File: config.mk
export PLATFORM = sky130hd
export DESIGN_NAME = serial_regport
export DESIGN_NICKNAME = d
export VERILOG_FILES = /design/src/rtl/serial_regport.sv
export SDC_FILE = /design/constraint.sdc
export NUM_CORES = 1
export LEC_CHECK = 0
export BUFFER_PORTS_ARGS = -buffer_cell sky130_fd_sc_hd__buf_4
export CAP_MARGIN = 30
export CORE_ASPECT_RATIO = 0.8
export CORE_MARGIN = 5
export CORE_UTILIZATION = 35
export CTS_CLUSTER_SIZE = 24
export DETAILED_ROUTE_END_ITERATION = 10
export HOLD_SLACK_MARGIN = 0.1
export PLACE_DENSITY = 0.6
export REMOVE_ABC_BUFFERS = 1
export SYNTH_ARGS = -nofsm -noshare
export SYNTH_HDL_FRONTEND = slang
export SYNTH_SLANG_ARGS = --single-unit
File: constraint.sdc
create_clock -name sck -period 6.1 [get_ports sck]
set_input_delay 0.61 -clock sck [delete_from_list [all_inputs] [get_ports sck]]
set_output_delay 0.61 -clock sck [all_outputs]
set_load 0.02 [all_outputs]
File: src/rtl/serial_regport.sv
module serial_regport #(
  parameter int NREG = 16
) (
  input  logic sck,
  input  logic rst,
  input  logic cmd,
  input  logic sdi,
  output logic sdo,
  output logic sdo_oe
);
  localparam int AW = (NREG > 1) ? $clog2(NREG) : 1;
  localparam logic [4:0] B_OP  = 5'd5;
  localparam logic [4:0] B_ID  = 5'd13;
  localparam logic [4:0] B_ADR = 5'd21;
  localparam logic [4:0] B_GAP = 5'd22;
  localparam logic [4:0] B_DAT = 5'd30;
  localparam logic [4:0] B_END = 5'd31;

  logic       active, bad, drv, fwd;
  logic [4:0] cnt;
  logic [2:0] hunt;
  logic [7:0] sr, adr, wd, ob;
  logic [1:0] op;
  logic [5:0] sid;
  logic [7:0] regs [NREG];

  wire [7:0] sr_n     = {sr[6:0], cmd};
  wire       hit      = (sid == regs[0][5:0]);
  wire       inrange  = int'(adr) < NREG;
  wire [7:0] rdval    = inrange ? regs[adr[AW-1:0]] : 8'd0;
  wire       start_ok = !active && ({hunt, cmd} == 4'b1100);
  wire       go_read  = op[1] && (op[0] || hit);
  wire       go_fwd   = (op == 2'b10) && !hit;
  wire       wr_ok    = !op[1] && (op[0] || hit) && !bad && !cmd && inrange;

  assign sdo_oe = drv | fwd;
  assign sdo    = fwd ? sdi : (drv & ob[7]);

  always_ff @(negedge sck or posedge rst) begin
    if (rst) begin
      active <= 1'b0;
      cnt    <= '0;
      hunt   <= '0;
      sr     <= '0;
      op     <= '0;
      sid    <= '0;
      adr    <= '0;
      wd     <= '0;
      bad    <= 1'b0;
      drv    <= 1'b0;
      fwd    <= 1'b0;
      ob     <= '0;
    end else if (!active) begin
      hunt <= {hunt[1:0], cmd};
      if (start_ok) begin
        active <= 1'b1;
        cnt    <= 5'd4;
        bad    <= 1'b0;
      end
    end else begin
      cnt <= cnt + 5'd1;
      sr  <= sr_n;
      if (drv) ob <= {ob[6:0], 1'b0};
      case (cnt)
        B_OP:        op  <= sr_n[1:0];
        5'd6, 5'd7:  if (cmd) bad <= 1'b1;
        B_ID:        sid <= sr_n[5:0];
        B_ADR:       adr <= sr_n;
        B_GAP: begin
          if (cmd || bad) bad <= 1'b1;
          else if (go_read) begin
            drv <= 1'b1;
            ob  <= rdval;
          end else if (go_fwd) fwd <= 1'b1;
        end
        B_DAT: begin
          wd  <= sr_n;
          drv <= 1'b0;
          fwd <= 1'b0;
        end
        B_END: begin
          active <= 1'b0;
          hunt   <= '0;
        end
        default: ;
      endcase
    end
  end

  always_ff @(negedge sck or posedge rst) begin
    if (rst) begin
      for (int i = 0; i < NREG; i++) regs[i] <= '0;
    end else if (active && cnt == B_END && wr_ok) begin
      regs[adr[AW-1:0]] <= wd;
    end
  end

  assert_single_mode_R6: assert property (@(negedge sck) disable iff (rst)
    $onehot0({drv, fwd}));

  assert_window_open_R5: assert property (@(negedge sck) disable iff (rst)
    ($rose(drv) || $rose(fwd)) |-> (cnt == 5'd23));

  assert_window_close_R5: assert property (@(negedge sck) disable iff (rst)
    ($fell(drv) || $fell(fwd)) |-> (cnt == 5'd31));

  assert_id_write_at_end_R8: assert property (@(negedge sck) disable iff (rst)
    !$stable(regs[0]) |-> ($past(active) && $past(cnt) == B_END));

  assert_no_drive_outside_frame_R1: assert property (@(negedge sck) disable iff (rst)
    !active |-> !sdo_oe);
endmodule

======== After elaboration in Yosys (flattened, before gate mapping) ========
Index checks and enable logic that the tools add are counted.
storage, ports and cells
  bits in registers ....................... 179
  input bits .............................. 4
  output and inout port bits .............. 2
  logic and storage cells ................. 112
operators by class
  equal/unequal tests ..................... 19
  $add $sub $neg .......................... 1
  reductions and logical operators ........ 27
  mux-type cells .......................... 31
  bitwise gates (word level) .............. 3
  $lt $le $gt $ge ......................... 3
operators with widths
  cell                                                                   number
  128-bit bitwise mux                                                    1
  8-bit two-way mux                                                      8
  8-bit binary-select mux with 4-bit select                              1
  8-bit demux with 4-bit select                                          1
  5-bit equality test, second input constant                             4
  5-bit by 3-bit equality test with 1-bit output, second input constant  3
  1-bit two-way mux                                                      13
  1-bit logical AND                                                      10
  5-bit two-way mux                                                      2
  8-bit by 5-bit < comparator with 1-bit output, second input constant   1
  2-bit inequality test, second input constant                           4
  2-bit AND reduction                                                    4
  4-bit AND reduction                                                    2
  6-bit equality test                                                    1
  3-bit two-way mux                                                      2
  3-bit inequality test, second input constant                           2
  1-bit case mux with 2 select lines                                     3
  5-bit by 1-bit adder with 5-bit output, second input constant          1
  5-bit by 4-bit equality test with 1-bit output, second input constant  1
  5-bit >= comparator, second input constant                             1
  1-bit logical NOT                                                      5
  5-bit by 1-bit < comparator with 1-bit output, second input constant   1
  4-bit inverter with 5-bit output                                       1
  5-bit AND reduction                                                    1
  other kinds (9)                                                        11

======== Longest topological paths before layout ========
Gate-level depths: netlist (run 1).
  depth in word-level cells ............... 8
  depth in mapped cells ................... 8
  gate-level depth less buffers ........... 7

==> results.md, run 1 <==
* Skew final at 0.00869 ns
* R2r worst-path depth at 6
* Post-cts hold buffer count at 0
* Rel. slew slack at 0.365
* Worst Tran Pin Value at 0.951 ns
* Clk network pwr share at 0.324
* Clk buf depth at 2
* Drt pass-1 iters at 5
* First-pass GRT wire length at 29,600 um
* Commonest cells after routing, fill and taps aside: dfrtn_1, mux2_2, mux4_2
* Number of setup buffers added after CTS at 0
* Core Area at 23,500 sq um
* Sequential cell area fraction in the yosys report at 0.534
* Most common cell after layout, fill and taps aside: dfrtn_1
* Largest fanout on the critical path at 16
* Max cap viols at 0
* Syn avg cell area at 14.8 sq um
* DRC violations left at 0
* Total CTS buffers at 17
* Logic pwr share at 0.205
* Unique masters post-synth at 43
* NumNets Final at 588
* Multi-input combinational cell area at 3770 sq um
* Origin of the critical flop-to-flop path: active
* Ys Warns at 0
* Crit path cell chain: buf_4 -> nor4b_1 -> nand2_2 -> buf_4 -> nor4_4 -> mux2_2
* Largest net degree at the start of global routing at 84
* Synthesis-to-finish area growth at 13.0%
* Hold Crit Endpoint: regs[8]
* CTS H-Tree Depth at 4
* Clk sink count at 179
* Register Area at 4480 sq um
* Die Area at 27,200 sq um
* Routed wire per std cell at 19.9 um
* Syn Std Cell Area at 8390 sq um
* Critical path arrival at 2.46 ns
* Crit-path slowest cell: nor4_4
* Rows at 50
* Worst EP required at 3.29 ns
* CTS tree: done
* Clk Latency, worst-skew pair at 0.40 ns
* GR Util All Layers at 0.141
* Critical Path End Type: flop
* Routability cong. at 0.772
* Startpoint types: input pin
* Initial antenna violation count at 0
* Reg2Reg Capture Point: regs[5]
* Power Internal at 2300 uW
* Post-detail-place hpwl at 12,000 um
* Top Ports at 6
* Initial Utilization at 0.357
* Die Span Y at 148 um
* Register bit total from synthesis at 179
* R2R setup slack at 2.99 ns
* Design Power at 3480 uW
* Vias per cell at 5.25
* RSZ-0062 raised after global routing: no
* Worst IR drop on VDD at 0.193 mV
* Diode count at 0
* Vias in the first global route at 5,065
* Gr ovfl total at 0
* Pwr dens at 367 nW/um^2
* Final Util at 0.403
* Hold path depth at 1
* Setup-failing EPs final at 0
* Flop pwr share at 0.470
* Psw at 1180 uW
* Hold Path Origin: regs[8]
* Sw Share at 0.340
* WS Path Type: input pin to flop
* Clock root buffer: clkbuf_16
* Cell repeated most along the worst path: buf_4
* Initial drt markers at 358
* Fin. max-slew vios at 0
* Hold crit path type: flop to flop
* Leakage power at 0.00439 uW
* Placed insts at 872
* Fin cells at 905
* Status: finished, final reports clean
* CP peak stage delay at 0.56 ns
* Post-cts resize count at 0
* Hold Violations, Final at 0
* Worst-path clk slew at 0.05 ns
* Share of layout cells above drive strength 1 at 0.462
* DRT Wirelength at 18,000 um
* Via count at 4,749
* Mapped Cells at 568
* Post-route ant nets at 0
* Fillers at 2,203
* Width of the die at 183 um
* Port Buf Inserts at 5
==> layout make-up <==
cell class                      count  area share
Sequential cell                   179       0.472
Multi-Input combinational cell    352       0.397
Clock buffer                       21      0.0485
Tap cell                          312      0.0412
Timing Repair Buffer               23      0.0216
Clock inverter                     11      0.0160
Inverter                            7     0.00330
==> registers in the layout, summed over array words and instances, names as in the netlist <==
signal / cells
adr: 8
cnt: 5
regs: 128
sr: 7
op: 2
sid: 6
drv: 1
bad: 1
ob: 8
hunt: 3
fwd: 1
wd: 8
active: 1
==> through the flow <==
step	worst slack, ns	TNS (ns)	area (sq um)	hold WS [ns]
2_1_floorplan	-2.24	-400.26	8270	0.413
5_1_grt	0.738	0	9490	0.445
6_report	0.836	0	9490	0.427
3_5_place_dp	0.380	0	8850	0.429
4_1_cts	0.798	0	9460	0.429
3_3_place_gp	0.357	0	8850	0.425
==> power groups by stage <==
stage / Sequential (uW) / Combinational, uW / Clock [uW]
floorplan: 1590 / 488 / 0
global placement: 1670 / 667 / 0
detailed placement: 1680 / 685 / 0
CTS: 1660 / 687 / 1160
global route: 1670 / 784 / 1210
finish: 1640 / 714 / 1130
==> worst max path at each step <==
stage	startpoint	to	slack, ns	depth (start not counted)
after CTS	cmd	regs[5]	0.80	6
after floorplan	rst	active	-2.24	1
final	cmd	regs[5]	0.84	6
after global placement	cmd	regs[2]	0.36	6
after detailed placement	cmd	regs[5]	0.38	6
after global routing	cmd	regs[49]	0.74	6
==> layer usage <==
layer  vias up  wire, um  track usage
met4         0       153       0.0380
met5         -         0            0
met3         9       778       0.0301
met1      2549      8410        0.206
met2        47      8660        0.213
li1       2144         -            -
==> worst max-delay path: cells and delay by family <==
| family | cells | cell delay (ns) |
|---|---|---|
| simple gates | 3 | 1.03 |
| mux | 1 | 0.41 |
| buf+inv | 2 | 0.40 |
==> kinds of logic after synthesis <==
| group | after synthesis | share of synthesized area |
|---|---|---|
| buf+inv | 37 | 0.0180 |
| flops | 179 | 0.534 |
| compound gates | 48 | 0.0341 |
| fa+ha+maj | 4 | 0.00596 |
| xor+xnor | 8 | 0.00835 |
| simple gates | 81 | 0.0750 |
| mux | 211 | 0.325 |
==> synthesized netlist by cell type <==
| master | number | area [sq um] |
|---|---|---|
| a211oi_1 | 1 | 7.51 |
| a21o_1 | 1 | 7.51 |
| a21oi_1 | 11 | 55.1 |
| a21oi_2 | 1 | 8.76 |
| a221oi_1 | 1 | 8.76 |
| a22oi_1 | 8 | 60.1 |
| a31oi_1 | 2 | 12.5 |
| and3_1 | 2 | 12.5 |
| buf_1 | 5 | 18.8 |
| buf_2 | 1 | 5.00 |
| buf_4 | 1 | 7.51 |
| buf_6 | 1 | 11.3 |
| clkbuf_1 | 22 | 82.6 |
| dfrtn_1 | 179 | 4480 |
| ha_1 | 4 | 50.1 |
| inv_1 | 6 | 22.5 |
| inv_2 | 1 | 3.75 |
| mux2_1 | 3 | 33.8 |
| mux2_2 | 167 | 1880 |
| mux2i_1 | 9 | 90.1 |
| mux4_2 | 32 | 721 |
| nand2_1 | 19 | 71.3 |
| nand2_2 | 1 | 6.26 |
| nand2b_1 | 5 | 31.3 |
| nand3_1 | 7 | 35.0 |
| nand3b_1 | 3 | 22.5 |
| nand4b_1 | 1 | 8.76 |
| nor2_1 | 14 | 52.6 |
| nor3_1 | 5 | 25.0 |
| nor3_2 | 1 | 10.0 |
| nor3_4 | 1 | 16.3 |
| nor4_1 | 2 | 12.5 |
| nor4_4 | 13 | 277 |
| nor4b_1 | 1 | 8.76 |
| o21ai_0 | 19 | 95.1 |
| o22ai_1 | 1 | 6.26 |
| o2bb2ai_1 | 2 | 17.5 |
| o31ai_1 | 1 | 7.51 |
| or2_2 | 2 | 12.5 |
| or3_1 | 3 | 18.8 |
| or3b_2 | 1 | 8.76 |
| xnor2_1 | 2 | 17.5 |
| xor2_1 | 6 | 52.6 |
(Power assumes the default switching activity.)
==> inputs of run 2 (changes only) <==
--- a/config.mk
+++ b/config.mk
@@ -5,7 +5,7 @@
 export SDC_FILE = /design/constraint.sdc
 export NUM_CORES = 1
 export LEC_CHECK = 0
-export BUFFER_PORTS_ARGS = -buffer_cell sky130_fd_sc_hd__buf_4
+export BUFFER_PORTS_ARGS = -buffer_cell sky130_fd_sc_hd__buf_2
 export CAP_MARGIN = 30
 export CORE_ASPECT_RATIO = 0.8
 export CORE_MARGIN = 5
==> results.md, run 2 (synthesis results as in run 1) <==
* Status: finished, final reports clean
* Hold Crit Endpoint: regs[23]
* WS Path Type: input pin to flop
* Vias in the first global route at 4,966
* Origin of the critical flop-to-flop path: adr[0]
* Number of setup buffers added after CTS at 0
* Crit path cell chain: buf_2 -> nor4b_1 -> nand2_2 -> buf_4 -> nor4_4 -> mux2_2
* Biggest register: regs
* Post-detail-place hpwl at 11,700 um
* First-pass GRT wire length at 28,600 um
* Worst Tran Pin Value at 0.961 ns
* CTS H-Tree Depth at 4
* CP peak stage delay at 0.55 ns
* Rel. slew slack at 0.358
* Post-route cell area at 9420 sq um
* Reg2Reg Capture Point: regs[5]
* Largest net degree at the start of global routing at 68
* Register Area at 4480 sq um
* Largest fanout on the critical path at 16
* Via count at 4,707
* Clk sink count at 179
* Hold Violations, Final at 0
* Multi-input combinational cell area at 3770 sq um
* DRT Wirelength at 17,600 um
* Rows at 50
* Placed Area at 8840 sq um
* Top Ports at 6
* Port Buf Inserts at 5
* Setup-failing EPs final at 0
* Post-cts hold buffer count at 0
* Pwr dens at 363 nW/um^2
* Top delay family on crit path: simple AND/OR/NAND/NOR gates
* Worst path bufs/invs at 2
* Routed wire per std cell at 19.5 um
* Hold Path Origin: regs[23]
* Fin. max-slew vios at 0
* Crit-path slowest cell: nor4_4
* Drt pass-1 iters at 4
* Worst EP required at 3.29 ns
* GR Util All Layers at 0.136
* Synthesis-to-finish area growth at 12.2%
* Die Area at 27,200 sq um
* R2R setup slack at 2.89 ns
* Fillers at 2,199
* Most common cell after layout, fill and taps aside: dfrtn_1
* Final Util at 0.400
* Routability cong. at 0.778
* Leakage power at 0.00436 uW
* Core Area at 23,500 sq um
* Worst IR drop on VDD at 0.170 mV
* Startpoint types: input pin
* Initial Utilization at 0.357
* Largest register FFs at 128
* Worst-path clk slew at 0.05 ns
* Die Span Y at 148 um
* Post-route ant nets at 0
* Clk buf depth at 2
* DRT met1 WL at 8570 um
* Share of layout cells above drive strength 1 at 0.463
* Max cap viols at 0
* R2r worst-path depth at 4
* Hold crit path type: flop to flop
* Initial drt markers at 294
* Hold path depth at 1
* NumNets Final at 586
* Diode count at 0
* Vias per cell at 5.22
* DRC violations left at 0
* Post-cts resize count at 0
* Skew final at 0.00994 ns
* CTS tree: done
* Top sig layer: met4
* Width of the die at 183 um
* Initial antenna violation count at 0
* Critical Path End Type: flop
* Gr ovfl total at 0
* Critical path arrival at 2.47 ns
* DR WL met2 at 8270 um
* Clk Latency, worst-skew pair at 0.40 ns
* Commonest cells after routing, fill and taps aside: dfrtn_1, mux2_2, mux4_2
* WL met3 at 495 um
* Total CTS buffers at 17
* Clock root buffer: clkbuf_16
* RSZ-0062 raised after global routing: no
## run 2: changes by cell type in the layout (fill, tap and decap cells not counted), moves of 2 or more
cell        change
clkinv_4        -3
clkbuf_8        -2
clkinvlp_4      +2
inv_6           +3
buf_2           +5
buf_4           -7
clkbuf_1        -2
## run 2: final cells by class
type,instances,share of cell area
Timing Repair Buffer,21,0.0181
Sequential cell,179,0.476
Tap cell,312,0.0415
Clock buffer,17,0.0452
Inverter,7,0.00332
Multi-Input combinational cell,352,0.400
Clock inverter,14,0.0162
## run 2: metrics by stage
| stage | total power (uW) | setup TNS [ns] | setup slack [ns] | hold WS (ns) | instances |
|---|---|---|---|---|---|
| global placement | 2330 | 0 | 0.374 | 0.427 | 871 |
| floorplan | 2070 | -400.26 | -2.24 | 0.413 | 538 |
| detailed placement | 2350 | 0 | 0.405 | 0.431 | 871 |
| global route | 3570 | 0 | 0.714 | 0.456 | 902 |
| finish | 3420 | 0 | 0.829 | 0.434 | 902 |
| CTS | 3450 | 0 | 0.838 | 0.439 | 902 |
## run 2: how the worst max path moves through the flow
| stage | from | to | slack [ns] | depth (start not counted) |
|---|---|---|---|---|
| finish | cmd | regs[5] | 0.83 | 6 |
| CTS | cmd | regs[52] | 0.84 | 6 |
| detailed placement | cmd | regs[55] | 0.41 | 6 |
| global route | cmd | regs[54] | 0.71 | 6 |
| floorplan | rst | active | -2.24 | 1 |
| global placement | cmd | regs[7] | 0.37 | 6 |
## run 2: per-layer routing
layer,up-vias,GRT usage
met2,61,0.210
met1,2496,0.196
li1,2133,-
met4,0,0.0369
met5,-,0
met3,17,0.0281
## run 2: report_power, final
| group | total, uW | leakage [uW] | internal [uW] | switching, uW |
|---|---|---|---|---|
| Sequential | 1640 | 0.00243 | 1330 | 315 |
| Clock | 1090 | 0.000284 | 609 | 479 |
| Combinational | 687 | 0.00164 | 287 | 400 |
==> inputs of run 3 (changes only) <==
--- a/config.mk
+++ b/config.mk
@@ -7,13 +7,15 @@
 export LEC_CHECK = 0
 export BUFFER_PORTS_ARGS = -buffer_cell sky130_fd_sc_hd__buf_2
 export CAP_MARGIN = 30
+export CELL_PAD_IN_SITES_DETAIL_PLACEMENT = 0
+export CELL_PAD_IN_SITES_GLOBAL_PLACEMENT = 1
 export CORE_ASPECT_RATIO = 0.8
 export CORE_MARGIN = 5
 export CORE_UTILIZATION = 35
 export CTS_CLUSTER_SIZE = 24
 export DETAILED_ROUTE_END_ITERATION = 10
 export HOLD_SLACK_MARGIN = 0.1
-export PLACE_DENSITY = 0.6
+export PLACE_DENSITY = 0.56
 export REMOVE_ABC_BUFFERS = 1
 export SYNTH_ARGS = -nofsm -noshare
 export SYNTH_HDL_FRONTEND = slang
==> results.md, run 3 (synthesis results as in run 1) <==
* Largest register FFs at 128
* NumNets Final at 585
* Max cap viols at 0
* DRT Wirelength at 18,700 um
* Post-detail-place hpwl at 12,400 um
* Width of the die at 183 um
* Clock root buffer: clkbuf_16
* Largest net degree at the start of global routing at 60
* Port Buf Inserts at 5
* Rows at 50
* Worst-path clk slew at 0.05 ns
* CTS H-Tree Depth at 4
* Met3 usage at 0.0252
* Power Internal at 2150 uW
* Drt pass-1 iters at 5
* Critical path arrival at 2.53 ns
* Biggest register: regs
* First-pass GRT wire length at 30,400 um
* Die Area at 27,200 sq um
* Clk network pwr share at 0.305
* Routability cong. at 0.744
* Initial Utilization at 0.357
* Pwr dens at 360 nW/um^2
* RSZ-0062 raised after global routing: no
* Hold Violations, Final at 0
* Clk sink count at 179
* CTS tree: done
* Gr ovfl total at 0
* Status: finished, final reports clean
* Vias per cell at 5.21
* Most Used Layer, Global Route: met1
* Sw Share at 0.362
* Most common cell after layout, fill and taps aside: dfrtn_1
* Worst IR drop on VDD at 0.186 mV
* Clk buf depth at 2
* Post-route ant nets at 0
* Initial antenna violation count at 0
* Diode count at 0
* Routed wire per std cell at 20.8 um
* Fin. max-slew vios at 0
* Critical Path End Type: flop
* GR Layer Usage met2 at 0.216
* Vias in the first global route at 4,992
* Clk Latency, worst-skew pair at 0.41 ns
* Die Span Y at 148 um
* Via count at 4,701
* Skew final at 0.0121 ns
* WS Path Type: input pin to flop
* Startpoint types: input pin
* Post-cts hold buffer count at 0
* Flop pwr share at 0.493
* Worst hold margin at 0.430 ns
* Total CTS buffers at 17
* Initial drt markers at 285
* Rel. slew slack at 0.320
* Synthesis-to-finish area growth at 11.6%
* Commonest cells after routing, fill and taps aside: dfrtn_1, mux2_2, mux4_2
* Leakage power at 0.00432 uW
* GR Util All Layers at 0.147
* Met1 Resource Use GR at 0.226
* Hold crit path type: flop to flop
* Final Util at 0.398
* Psw at 1220 uW
* R2R setup slack at 2.98 ns
* Worst EP required at 3.29 ns
* Post-cts resize count at 0
* Worst Tran Pin Value at 1.02 ns
* Top Ports at 6
* Core Area at 23,500 sq um
* Share of layout cells above drive strength 1 at 0.461
* Number of setup buffers added after CTS at 0
* DRC violations left at 0
* Logic pwr share at 0.202
* Setup-failing EPs final at 0
* Largest fanout on the critical path at 16
==> run 3: changes by cell type in the layout (fill, tap and decap cells not counted), sizes merged <==
cell and change:
buf -1, bufinv -2, clkbuf +2, clkinv +1, clkinvlp +1, inv -1
==> run 3: area by class of cell <==
cell class,count,area [sq um]
clock inverters,13,103
flip-flops and latches,179,4480
inverters,7,31.3
multi-input cells,352,3770
fillers,2213,14200
repair buffers,20,150
clock buffers,19,443
well taps,312,390
==> run 3: critical path: stages <==
cell and delay, ns:
buf_2 0.15, nor4b_1 0.41, nand2_2 0.08, buf_4 0.26, nor4_4 0.61, mux2_2 0.40
==> run 3: metal layers <==
metal / vias up / wire, um
met1: 2500 / 9550
met2: 55 / 8460
li1: 2144 / -
met4: 0 / 46
met3: 2 / 681
met5: - / 0
==> run 3: power groups by stage <==
stage / sequential [uW] / clock, uW / combinational, uW
floorplan: 1590 / 0 / 488
global placement: 1690 / 0 / 684
detailed placement: 1690 / 0 / 690
CTS: 1670 / 1060 / 694
global route: 1710 / 1110 / 745
finish: 1660 / 1030 / 681
==> run 3: stage by stage <==
step	cells	total power, uW	setup slack (ns)	setup TNS [ns]	instance area, sq um
floorplan	538	2070	-2.24	-400.26	8270
global placement	870	2370	0.348	0	8820
detailed placement	870	2380	0.300	0	8820
CTS	902	3430	0.719	0	9370
global route	902	3560	0.617	0	9370
finish	902	3370	0.759	0	9370
==> run 3: worst paths after layout <==
| path | startpoint | endpoint | cells past startpoint |
|---|---|---|---|
| max | cmd | regs[111] | 6 |
| min | regs[8] | regs[8] | 1 |
| max reg2reg | active | regs[111] | 6 |
| min reg2reg | regs[8] | regs[8] | 1 |
| max in group asynchronous | rst | adr[0] | 3 |
| min in group asynchronous | rst | regs[48] | 2 |
